===== config.mk =====
export PLATFORM = sky130hd
export DESIGN_NAME = pcm_slot_serializer
export DESIGN_NICKNAME = d
export VERILOG_FILES = /design/src/rtl/pss_pkg.sv /design/src/rtl/pss_slot_track.sv /design/src/rtl/pss_bit_pick.sv /design/src/rtl/pcm_slot_serializer.sv
export SDC_FILE = /design/constraint.sdc
export NUM_CORES = 1
export LEC_CHECK = 0
export CORE_MARGIN = 2
export CORE_UTILIZATION = 59
export CTS_BUF_LIST = sky130_fd_sc_hd__clkbuf_8
export CTS_CLUSTER_SIZE = 40
export DETAILED_ROUTE_END_ITERATION = 10
export GPL_ROUTABILITY_DRIVEN = 0
export PLACE_DENSITY = 0.88
export SKIP_CTS_REPAIR_TIMING = 1
export SYNTH_ARGS = -nofsm -noshare
export SYNTH_HDL_FRONTEND = slang
export SYNTH_SLANG_ARGS = --single-unit
export TNS_END_PERCENT = 30

===== constraint.sdc =====
create_clock -name clk -period 7.28 [get_ports clk]
set_clock_uncertainty 0.05 [all_clocks]
set_input_delay 1.092 -clock clk [delete_from_list [all_inputs] [get_ports clk]]
set_output_delay 1.092 -clock clk [all_outputs]
set_load 0.005 [all_outputs]

===== src/rtl/pss_pkg.sv =====
package pss_pkg;
   typedef enum logic {
      SLOT_NARROW = 1'b0,
      SLOT_WIDE   = 1'b1
   } slot_mode_e;
endpackage


===== src/rtl/pss_slot_track.sv =====
module pss_slot_track
   import pss_pkg::*;
#(
   parameter int unsigned SMP_W = 16,
   parameter int unsigned CNT_W = $clog2(4 * SMP_W)
) (
   input  logic             clk,
   input  logic             rst_n,
   input  logic             bit_stb,
   input  logic             frame_stb,
   input  logic             pair_valid,
   input  logic [SMP_W-1:0] left_in,
   input  logic [SMP_W-1:0] right_in,
   input  slot_mode_e       slot_mode,
   output logic [CNT_W-1:0] nxt_cnt,
   output logic             nxt_active,
   output logic [SMP_W-1:0] nxt_left,
   output logic [SMP_W-1:0] nxt_right,
   output logic             active_q
);
   localparam logic [CNT_W-1:0] LAST_N = CNT_W'(2 * SMP_W - 1);
   localparam logic [CNT_W-1:0] LAST_W = CNT_W'(4 * SMP_W - 1);

   logic [CNT_W-1:0] cnt_q;
   logic [SMP_W-1:0] left_q, right_q;
   logic [CNT_W-1:0] last_bit;
   logic             at_end;

   assign last_bit = (slot_mode == SLOT_WIDE) ? LAST_W : LAST_N;
   assign at_end   = (cnt_q >= last_bit);

   always_comb begin
      nxt_cnt    = cnt_q;
      nxt_active = active_q;
      nxt_left   = left_q;
      nxt_right  = right_q;
      if (bit_stb) begin
         if (frame_stb) begin
            nxt_cnt    = '0;
            nxt_active = pair_valid;
            if (pair_valid) begin
               nxt_left  = left_in;
               nxt_right = right_in;
            end
         end else if (at_end) begin
            nxt_cnt    = '0;
            nxt_active = 1'b0;
         end else begin
            nxt_cnt = cnt_q + 1'b1;
         end
      end
   end

   always_ff @(posedge clk) begin
      if (!rst_n) begin
         cnt_q    <= '0;
         active_q <= 1'b0;
         left_q   <= '0;
         right_q  <= '0;
      end else begin
         cnt_q    <= nxt_cnt;
         active_q <= nxt_active;
         left_q   <= nxt_left;
         right_q  <= nxt_right;
      end
   end

   // holding register loads only at a frame-start strobe
   a_r2_hold_only_at_frame: assert property (@(posedge clk) disable iff (!rst_n)
      !(bit_stb && frame_stb) |=> ($stable(left_q) && $stable(right_q)));

   // a frame becomes active only through an accepted pair
   a_r2_active_from_handshake: assert property (@(posedge clk) disable iff (!rst_n)
      (bit_stb && frame_stb && !pair_valid) |=> !active_q);

   // frame that runs out without a new start goes quiet
   a_r11_idle_after_end: assert property (@(posedge clk) disable iff (!rst_n)
      (bit_stb && !frame_stb && at_end) |=> !active_q);
endmodule


===== src/rtl/pss_bit_pick.sv =====
module pss_bit_pick
   import pss_pkg::*;
#(
   parameter int unsigned SMP_W = 16,
   parameter int unsigned CNT_W = $clog2(4 * SMP_W),
   parameter int unsigned OFS_W = $clog2(2 * SMP_W)
) (
   input  logic [CNT_W-1:0] cnt,
   input  slot_mode_e       slot_mode,
   input  logic [OFS_W-1:0] just,
   input  logic [SMP_W-1:0] left_smp,
   input  logic [SMP_W-1:0] right_smp,
   output logic             bit_o
);
   localparam logic [CNT_W-1:0] LEN_N = CNT_W'(SMP_W);
   localparam logic [CNT_W-1:0] LEN_W = CNT_W'(2 * SMP_W);
   localparam logic [CNT_W-1:0] SMP_V = CNT_W'(SMP_W);
   localparam bit               POW2  = ((SMP_W & (SMP_W - 1)) == 0);

   logic [CNT_W-1:0] len_v, room_v, just_v, eff_v, pos_v, rel_v;
   logic             right_ch, in_win;
   logic [SMP_W-1:0] smp, sh;

   assign len_v  = (slot_mode == SLOT_WIDE) ? LEN_W : LEN_N;
   assign room_v = len_v - SMP_V;
   assign just_v = CNT_W'(just);
   assign eff_v  = (just_v > room_v) ? room_v : just_v;

   generate
      if (POW2) begin : g_slice
         localparam int unsigned LN = $clog2(SMP_W);
         always_comb begin
            if (slot_mode == SLOT_WIDE) begin
               right_ch = cnt[LN+1];
               pos_v    = CNT_W'(cnt[LN:0]);
            end else begin
               right_ch = cnt[LN];
               pos_v    = CNT_W'(cnt[LN-1:0]);
            end
         end
      end else begin : g_arith
         always_comb begin
            right_ch = (cnt >= len_v);
            pos_v    = right_ch ? (cnt - len_v) : cnt;
         end
      end
   endgenerate

   always_comb begin
      smp    = right_ch ? right_smp : left_smp;
      in_win = (pos_v >= eff_v) && (pos_v < eff_v + SMP_V);
      rel_v  = pos_v - eff_v;
      sh     = smp << rel_v;
      bit_o  = in_win & sh[SMP_W-1];
   end

   // clamped offset keeps the sample LSB inside the slot
   always_comb begin
      a_r7_lsb_inside: assert (eff_v + SMP_V <= len_v);
   end
endmodule


===== src/rtl/pcm_slot_serializer.sv =====
module pcm_slot_serializer
   import pss_pkg::*;
#(
   parameter int unsigned SMP_W = 16,
   parameter int unsigned OFS_W = $clog2(2 * SMP_W)
) (
   input  logic             clk,
   input  logic             rst_n,
   input  logic             pair_valid,
   output logic             pair_ready,
   input  logic [SMP_W-1:0] left_in,
   input  logic [SMP_W-1:0] right_in,
   input  logic             bit_stb,
   input  logic             frame_stb,
   input  logic             slot_wide,
   input  logic [OFS_W-1:0] just_ofs,
   output logic             sdata,
   output logic             no_data
);
   localparam int unsigned CNT_W = $clog2(4 * SMP_W);

   generate
      if (SMP_W < 2) begin : g_bad_width
         $error("SMP_W must be at least 2");
      end
      if (OFS_W < $clog2(2 * SMP_W)) begin : g_bad_ofs
         $error("OFS_W too narrow for a wide slot");
      end
   endgenerate

   slot_mode_e       mode;
   logic [CNT_W-1:0] nxt_cnt;
   logic             nxt_active, active_q, pick;
   logic [SMP_W-1:0] nxt_left, nxt_right;

   assign mode       = slot_mode_e'(slot_wide);
   assign pair_ready = bit_stb & frame_stb;
   assign no_data    = ~active_q;

   pss_slot_track #(.SMP_W(SMP_W), .CNT_W(CNT_W)) u_track (
      .clk        (clk),
      .rst_n      (rst_n),
      .bit_stb    (bit_stb),
      .frame_stb  (frame_stb),
      .pair_valid (pair_valid),
      .left_in    (left_in),
      .right_in   (right_in),
      .slot_mode  (mode),
      .nxt_cnt    (nxt_cnt),
      .nxt_active (nxt_active),
      .nxt_left   (nxt_left),
      .nxt_right  (nxt_right),
      .active_q   (active_q)
   );

   pss_bit_pick #(.SMP_W(SMP_W), .CNT_W(CNT_W), .OFS_W(OFS_W)) u_pick (
      .cnt       (nxt_cnt),
      .slot_mode (mode),
      .just      (just_ofs),
      .left_smp  (nxt_left),
      .right_smp (nxt_right),
      .bit_o     (pick)
   );

   always_ff @(posedge clk) begin
      if (!rst_n)       sdata <= 1'b0;
      else if (bit_stb) sdata <= nxt_active & pick;
   end

   // serial line moves only after a bit strobe
   a_r10_sdata_only_on_strobe: assert property (@(posedge clk) disable iff (!rst_n)
      !bit_stb |=> $stable(sdata));

   // no-data flag moves only after a bit strobe
   a_r10_flag_only_on_strobe: assert property (@(posedge clk) disable iff (!rst_n)
      !bit_stb |=> $stable(no_data));

   // line is low whenever no pair is active
   a_r9_quiet_when_empty: assert property (@(posedge clk) disable iff (!rst_n)
      no_data |-> !sdata);
endmodule


== Yosys cells after proc, flatten, opt, wreduce, memory -nomap -nowiden ==
Index checks and enable logic that the tools add are counted.

* Flip-flop bits (word level): 40
* Word-level logic and storage cells: 37

* Magnitude comparators: 4
* Bitwise logic cells: 4
* Shift-type cells: 1
* Muxes and demuxes: 18
* Reduce and logical (&&, ||, !) cells: 1
* Add/sub/neg operators: 4

{| class="wikitable"
|+ Operators with widths
! operator !! count
|-
| $mux 16 || 7
|-
| $mux 6 || 6
|-
| $shl 16x6->16 || 1
|-
| $ge 6x6->1 || 2
|-
| $add 6x1->6 const B || 1
|-
| $add 6x5->6 const B || 1
|-
| $gt 5x6->1 || 1
|-
| $lt 6x6->1 || 1
|-
| $sub 6x5->6 const B || 1
|-
| $sub 6x6->6 || 1
|-
| $mux 5 || 1
|-
| $mux 1 || 4
|-
| $and 1x1->1 || 3
|-
| $logic_and 1x1->1 || 1
|-
| $not 1->1 || 1
|}

== Depth between registers and ports, before layout ==
Gate-level depths: netlist (run 1).

* Word-level depth: 10
* Mapped depth: 16

== By module ==
A second synthesis (run 1) with hierarchy kept.

* Cells, all modules: 239
* Area, all modules: 2453.6 um^2

{| class="wikitable"
|+ Modules (own cells, without submodules)
! module !! area an instance (um^2) !! seq. area each (um^2) !! cells an instance !! times used
|-
| pss_slot_track || 1774.2 || 780.7 || 155 || 1
|-
| pss_bit_pick || 630.6 || 0.0 || 78 || 1
|-
| pcm_slot_serializer || 48.8 || 20.0 || 6 || 1
|}

== Worst setup path before layout (run 1) ==
Ideal clock, no wire load.

* Kind: input port to flip-flop
* From: input port slot_wide
* To: register sdata
* Stages: 15
* Path slack: 3047 ps
* Data arrival time: 4088 ps
* Buffers on the path: 0
* Required time: 7135 ps
* Path through: inv_1 > ha_1 > and3_1 > nor2_1 > a31oi_1 > inv_1 > ha_1 > and3b_1 > a211oi_2 > xnor2_2 > nor3_1 > a31oi_1 > or4b_1 > a311o_1 > o311ai_1

* Word-level cells in the longest chain between the ends: 10

{| class="wikitable"
|+ Ends and longest elaborated chain
! element !! line !! RTL
|-
| from (decl) || pcm_slot_serializer.sv:15 || <nowiki>input logic slot_wide,</nowiki>
|-
| $mux 6 * || pss_slot_track.sv:29 || <nowiki>assign last_bit = (slot_mode == SLOT_WIDE) ? LAST_W : LAST_N;</nowiki>
|-
| $ge 6x6->1 * || pss_slot_track.sv:30 || <nowiki>assign at_end = (cnt_q >= last_bit);</nowiki>
|-
| $mux 6 * || pss_slot_track.sv:45 || <nowiki>end else if (at_end) begin</nowiki>
|-
| $mux 6 * || pss_slot_track.sv:38 || <nowiki>if (frame_stb) begin</nowiki>
|-
| $mux 6 * || pss_slot_track.sv:37 || <nowiki>if (bit_stb) begin</nowiki>
|-
| named net nxt_cnt[1] || pcm_slot_serializer.sv:32 || <nowiki>logic [CNT_W-1:0] nxt_cnt;</nowiki>
|-
| $mux 5 * || pss_bit_pick.sv:33 || <nowiki>if (slot_mode == SLOT_WIDE) begin</nowiki>
|-
| $sub 6x6->6, or another cell as far along || pss_bit_pick.sv:52 || <nowiki>rel_v = pos_v - eff_v;</nowiki>
|-
| $shl 16x6->16 / $logic_and 1x1->1 (equally long branches) || pss_bit_pick.sv:53, pss_bit_pick.sv:51 ||
|-
| $and 1x1->1 * || pss_bit_pick.sv:54 || <nowiki>bit_o = in_win & sh[SMP_W-1];</nowiki>
|-
| $and 1x1->1 * || pcm_slot_serializer.sv:67 || <nowiki>else if (bit_stb) sdata <= nxt_active & pick;</nowiki>
|-
| to (signal assigned) || pcm_slot_serializer.sv:67 ||
|-
| to (decl) || pcm_slot_serializer.sv:17 || <nowiki>output logic sdata,</nowiki>
|}

The timed path passes the listed nets; every way through them passes the cells marked *.
A chain may end at the register's enable or synchronous reset.

== Worst setup path in the final report (run 1) ==
Same ends and word-level chain as after synthesis.

==> results of run 1 <==
[stage by stage]
stage,worst slack (ns),power (mW)
after floorplan,3.05,0.309
after detailed placement,2.14,0.351
after global routing,2.17,0.519
final,2.36,0.494
after CTS,2.41,0.494
after global placement,2.29,0.349
[critical path, stage by stage]
cell and delay [ns]:
clkdlybuf4s50_1 0.54, inv_1 0.10, ha_1 0.32, and3_1 0.19, nor2_1 0.07, a31oi_1 0.34
inv_1 0.09, ha_1 0.30, and3b_1 0.17, a211oi_2 0.41, xor2_2 0.22, nand3_1 0.17
a211oi_1 0.07, or4b_1 0.53, a311o_1 0.34, o311ai_1 0.09
[cells in the final DEF (no fill, tap or decap), types with 2 or more instances in the layout]
master	instances
o21ai_0	13
xor2_1	2
and3_1	4
nand3_4	2
clkdlybuf4s50_1	45
a31oi_1	3
nor3_1	8
nor2b_1	12
dfxtp_1	40
nand2_1	74
clkbuf_8	5
nand4_1	3
nand3_1	6
nand2b_1	2
o211ai_1	3
inv_1	9
buf_4	3
nor3b_1	5
nor2_2	2
o311ai_0	2
a211oi_1	6
a21oi_1	5
a311o_1	2
mux2i_1	10
nor4_1	6
a21boi_0	28
nor2_1	17
and2_1	6
ha_1	10
[worst min-delay path by stage]
stage | slack [ns] | end | start
after floorplan | 0.39 | u_track.right_q[12] | u_track.right_q[12]
after global placement | 0.40 | u_track.right_q[12] | u_track.right_q[12]
after detailed placement | 0.41 | u_track.right_q[12] | u_track.right_q[12]
after CTS | 0.42 | u_track.right_q[12] | u_track.right_q[12]
after global routing | 0.44 | u_track.left_q[14] | u_track.left_q[14]
final | 0.42 | u_track.right_q[12] | u_track.right_q[12]
[metal layers]
layer	routed length [µm]	share of wire, %	GRT usage, %
met5	0	0	0
met2	3060	49	46.4
met1	2650	42	33.8
met3	465	7.4	6.25
met4	123	2.0	10.3
[power groups by stage]
| stage | logic [mW] | clock network [mW] | registers (mW) |
|---|---|---|---|
| 6_report | 0.120 | 0.144 | 0.230 |
| 2_1_floorplan | 0.0759 | 0 | 0.233 |
| 4_1_cts | 0.118 | 0.147 | 0.229 |
| 3_5_place_dp | 0.117 | 0 | 0.234 |
| 3_3_place_gp | 0.115 | 0 | 0.234 |
| 5_1_grt | 0.131 | 0.158 | 0.230 |
[logic make-up (layout without fill, tap and decap cells)]
logic type      Yosys count  count (layout)  synth area share [%]
compound gates           71              71                  19.9
xor+xnor                  4               4                  1.97
flops                    40              40                  31.5
simple gates            157             157                  31.0
fa+ha+maj                11              11                  5.71
buf+inv                  24              63                  4.53
mux                      12              12                  5.41
[state kept, by name, summed over array words and instances (netlist names)]
name	cells
u_track.right_q	16
u_track.cnt_q	6
sdata	1
u_track.left_q	16
u_track.active_q	1
[cell type report]
cell class	count	share of cell area (%)
multi-input combinational	255	52.9
clock buffer	5	2.24
clock inverter	3	0.529
timing repair buffer	48	15.4
tap	50	2.04
sequential	40	26.0
inverter	7	0.855
==> results.yml, run 1 <==
clocking:
  clk_root_buffer_cell: "clkbuf_8"
  cts_max_path_buffers: 2
  cts_buffers: 5
  ctsHtreeMaxLevel: 2
  clock_sinks: 40
  cts_tree: "built"
  path_clk_slew_ns: 0.08
  worstSkewPairLatency_ns: 0.30
global_route:
  grt_usage_pct: 27.3
  grt_pass1_vias: 2356
  grt_start_max_net_pins: 45
  gr-total-overflow: 0
  grt_antenna_before_repair: 0
  grt_pass1_wl_mm: 10.7
power_and_ir_drop:
  swShare_pct: 29.9
  seqPwrFrac_pct: 46.5
  p_clk_share_pct: 29.3
  p_comb_share_pct: 24.3
  ir_worst_vdd_v: 0.000128
  p_sw_uw: 147
  leakage_nw: 1.11
  power_density_nw_per_um2: 161
  p_int_uw: 346
critical_path:
  critPathKind: "in -> reg"
  startpoint: "slot_wide"
  r2r_cells: 15
  reg2reg_from: "u_track.cnt_q[0]"
  cp_data_required_time_ns: 7.43
  crit_fanout: 7
  start_kind: "input pin"
  regToRegSetupSlack_ns: 3.27
  crit_path_end: "sdata"
  arrival_ns: 5.06
  timing.rr.end: "sdata"
  cp-end-kind: "register"
timing:
  max_freq_mhz: 203
  holdWs_ns: 0.420
  hold_viol_final: 0
  rsz0062_at_grt: "no"
  setup_tns_ns: 0
  min_period_ns: 4.92
  worst_slew_pin_slew_ns: 0.460
  relSlewSlack_pct: 68.5
  setup_viol: 0
  min_period_over_period_pct: 67.5
  slew_viol_final: 0
logic_synthesis:
  synth_edf_count: 0
  synth_area_per_cell_um2: 7.97
  async_reset_ff_share_pct: 0
  yosysTopAreaCell: "dfxtp_1"
  ys_warn_count: 0
  synth_seq_cells: 40
  synth_cell_types: 56
  synth_area_leaders: "dfxtp_1 31%, nand2_1 11%, a21boi_0 8.3%, ha_1 4.9%, mux2i_1 3.9%"
  synth_ff_type: "dfxtp_1"
  synthesis.nets: 373
  seq_area_frac_synth_pct: 31.5
  synth_top_area_share_pct: 31.5
  synth.most_common_cell: "nand2_1"
  postSynthCellCount: 319
  synthTopCellsByCount: "74 x nand2_1, 40 x dfxtp_1, 28 x a21boi_0"
  syn_area_um2: 2540
floorplan:
  start_util_pct: 62.2
  dieArea_um2: 4850
  num_rows: 23
  ios: 46
  core_area_um2: 4090
  die_w_um: 69.6
  fp.dieH_um: 69.6
flow_run:
  cap_violations: 0
cells_and_area:
  design_area_um2: 3070
  insertedDiodeCount: 0
  postLayoutCoreUtil_pct: 75.2
  fillers: 315
  layout.nets: 411
  drive_gt1_share_pct: 6.70
  regArea_um2: 801
  multiInputGateArea_um2: 1630
  synthToLayoutAreaGrowth_pct: 20.9
  instances_no_fill: 408
placed_design:
  place_inst: 400
  port_buffers: 45
  dpl.hpwl_mm: 4.57
  postPlaceCellArea_um2: 2990
drt:
  drc_errors: 0
  drtIter0Drc: 158
  vias: 2416
  detail-route-antenna-nets: 0
  wl_mm: 6.30
  routedWlPerCell_um: 15.4
  drt_pass1_iterations: 4
  viasPerCell: 5.92
worst_hold_path:
  min_path_cells: 2
  min_path_type: "reg -> reg"
run_status:
  status: "finished clean"
(Power assumes the default switching activity.)
==> run 2: changes to the inputs <==
- CORE_UTILIZATION: 59 -> 54
- PLACE_DENSITY: 0.88 -> 0.82
- clock period: 7.28 -> 4.75 ns (I/O delays scaled with it)
==> run 2 against run 1 <==
  * First-iteration DRC count increased by 12%
  * Total power increased by 55%
  * Final area is 1.2% higher
  * Combinational power increased by 62%
  * Largest cell class unchanged
==> results.yml, run 2 (synthesis gave the netlist of run 1 again) <==
global_route:
  gr-total-overflow: 0
  grt_pass1_wl_mm: 10.5
  grt_antenna_before_repair: 0
  grt_pass1_vias: 2297
  grt_start_max_net_pins: 42
  grt_usage_pct: 25.5
run_status:
  status: "finished clean"
timing:
  hold_viol_final: 0
  min_period_ns: 4.40
  relSlewSlack_pct: 55.3
  worst_slew_pin_slew_ns: 0.670
  setup_viol: 0
  min_period_over_period_pct: 92.7
  setup_tns_ns: 0
  max_freq_mhz: 227
  slew_viol_final: 0
  rsz0062_at_grt: "no"
cells_and_area:
  largestRegisters: "u_track.left_q x16, u_track.right_q x16, u_track.cnt_q x6"
  mostFrequentLayoutCells: "74 x nand2_1, 45 x clkdlybuf4s50_1, 40 x dfxtp_1"
  postLayoutCoreUtil_pct: 70.0
  synthToLayoutAreaGrowth_pct: 22.3
  drive_gt1_share_pct: 8.29
  layout.nets: 416
  final_common_cell: "nand2_1"
  insertedDiodeCount: 0
critical_path:
  critPathKind: "in -> reg"
  crit_fanout: 5
  arrival_ns: 4.55
  start_kind: "input pin"
  cp_data_required_time_ns: 4.90
  cp-end-kind: "register"
drt:
  routedWlPerCell_um: 15.1
  detail-route-antenna-nets: 0
  vias: 2406
  viasPerCell: 5.81
  drt_pass1_iterations: 4
  drtIter0Drc: 177
  drc_errors: 0
  wl_mm: 6.27
clocking:
  cts_max_path_buffers: 2
  clock_sinks: 40
  path_clk_slew_ns: 0.09
  worstSkewPairLatency_ns: 0.30
  cts_buffers: 5
  cts_tree: "built"
  clk_root_buffer_cell: "clkbuf_8"
  ctsHtreeMaxLevel: 2
power_and_ir_drop:
  p_sw_uw: 230
  power_density_nw_per_um2: 247
  ir_worst_vdd_v: 0.000201
  swShare_pct: 30.0
  p_int_uw: 537
  p_clk_share_pct: 28.9
  leakage_nw: 1.13
  p_comb_share_pct: 25.3
  seqPwrFrac_pct: 45.8
worst_hold_path:
  min_path_type: "reg -> reg"
floorplan:
  ios: 46
  num_rows: 24
  dieArea_um2: 5270
  core_area_um2: 4440
  fp.dieH_um: 72.6
  die_w_um: 72.6
  start_util_pct: 57.2
placed_design:
  dpl.hpwl_mm: 4.61
  port_buffers: 45
flow_run:
  cap_violations: 0
run 2: changes by cell type in the layout (fill, tap and decap cells not counted):
cell / previous run / this run
clkinvlp_4: 0 / 1
buf_4: 3 / 8
clkinv_2: 0 / 1
clkinv_4: 1 / 0
inv_1: 9 / 7
run 2: power groups by stage:
| stage | combinational (mW) | sequential, mW | clock (mW) |
|---|---|---|---|
| after floorplan | 0.116 | 0.357 | 0 |
| after global placement | 0.187 | 0.359 | 0 |
| after detailed placement | 0.190 | 0.359 | 0 |
| after CTS | 0.192 | 0.351 | 0.225 |
| after global routing | 0.213 | 0.352 | 0.239 |
| final | 0.194 | 0.351 | 0.222 |
run 2: through the flow:
step | instance area [µm²] | total power, mW | cells | hold WS (ns) | setup slack, ns
floorplan | 2540 | 0.473 | 319 | 0.389 | 0.896
global placement | 3030 | 0.546 | 407 | 0.398 | 0.328
detailed placement | 3030 | 0.549 | 407 | 0.408 | 0.177
CTS | 3110 | 0.768 | 414 | 0.418 | 0.436
global route | 3110 | 0.804 | 414 | 0.445 | 0.161
finish | 3110 | 0.767 | 414 | 0.415 | 0.348
run 2: critical path, stage by stage:
cell,delay (ns)
clkdlybuf4s50_1,0.55
inv_1,0.12
ha_1,0.21
or2_1,0.27
o21ai_0,0.17
nand2_1,0.06
o21ai_0,0.10
ha_1,0.32
and3b_1,0.21
a211oi_2,0.43
xnor2_2,0.19
nor3_1,0.07
a31oi_1,0.23
or4b_1,0.47
a311o_1,0.34
o311ai_1,0.09
run 2: layout make-up:
cell class                 count  area, µm²
clock buffer                   5       68.8
fill                         378       1330
inverter                       7       26.3
tap                           52       65.1
sequential                    40        801
multi-input combinational    255       1630
timing repair buffer          53        510
clock inverter                 2       12.5
run 2: metal layers:
metal	GRT usage, %	vias to the layer above	share of wire [%]
met4	9.05	0	2.2
li1	-	1208	-
met5	0	-	0
met2	42.3	90	47
met1	32.3	1095	43
met3	5.94	13	7.3
run 2: final timing paths:
| check | from | cells past startpoint | end | slack [ns] |
|---|---|---|---|---|
| setup / recovery | slot_wide | 16 | sdata | 0.35 |
| hold / removal | u_track.left_q[11] | 2 | u_track.left_q[11] | 0.41 |
| setup reg to reg | u_track.cnt_q[0] | 15 | sdata | 0.92 |
| hold reg to reg | u_track.left_q[11] | 2 | u_track.left_q[11] | 0.41 |
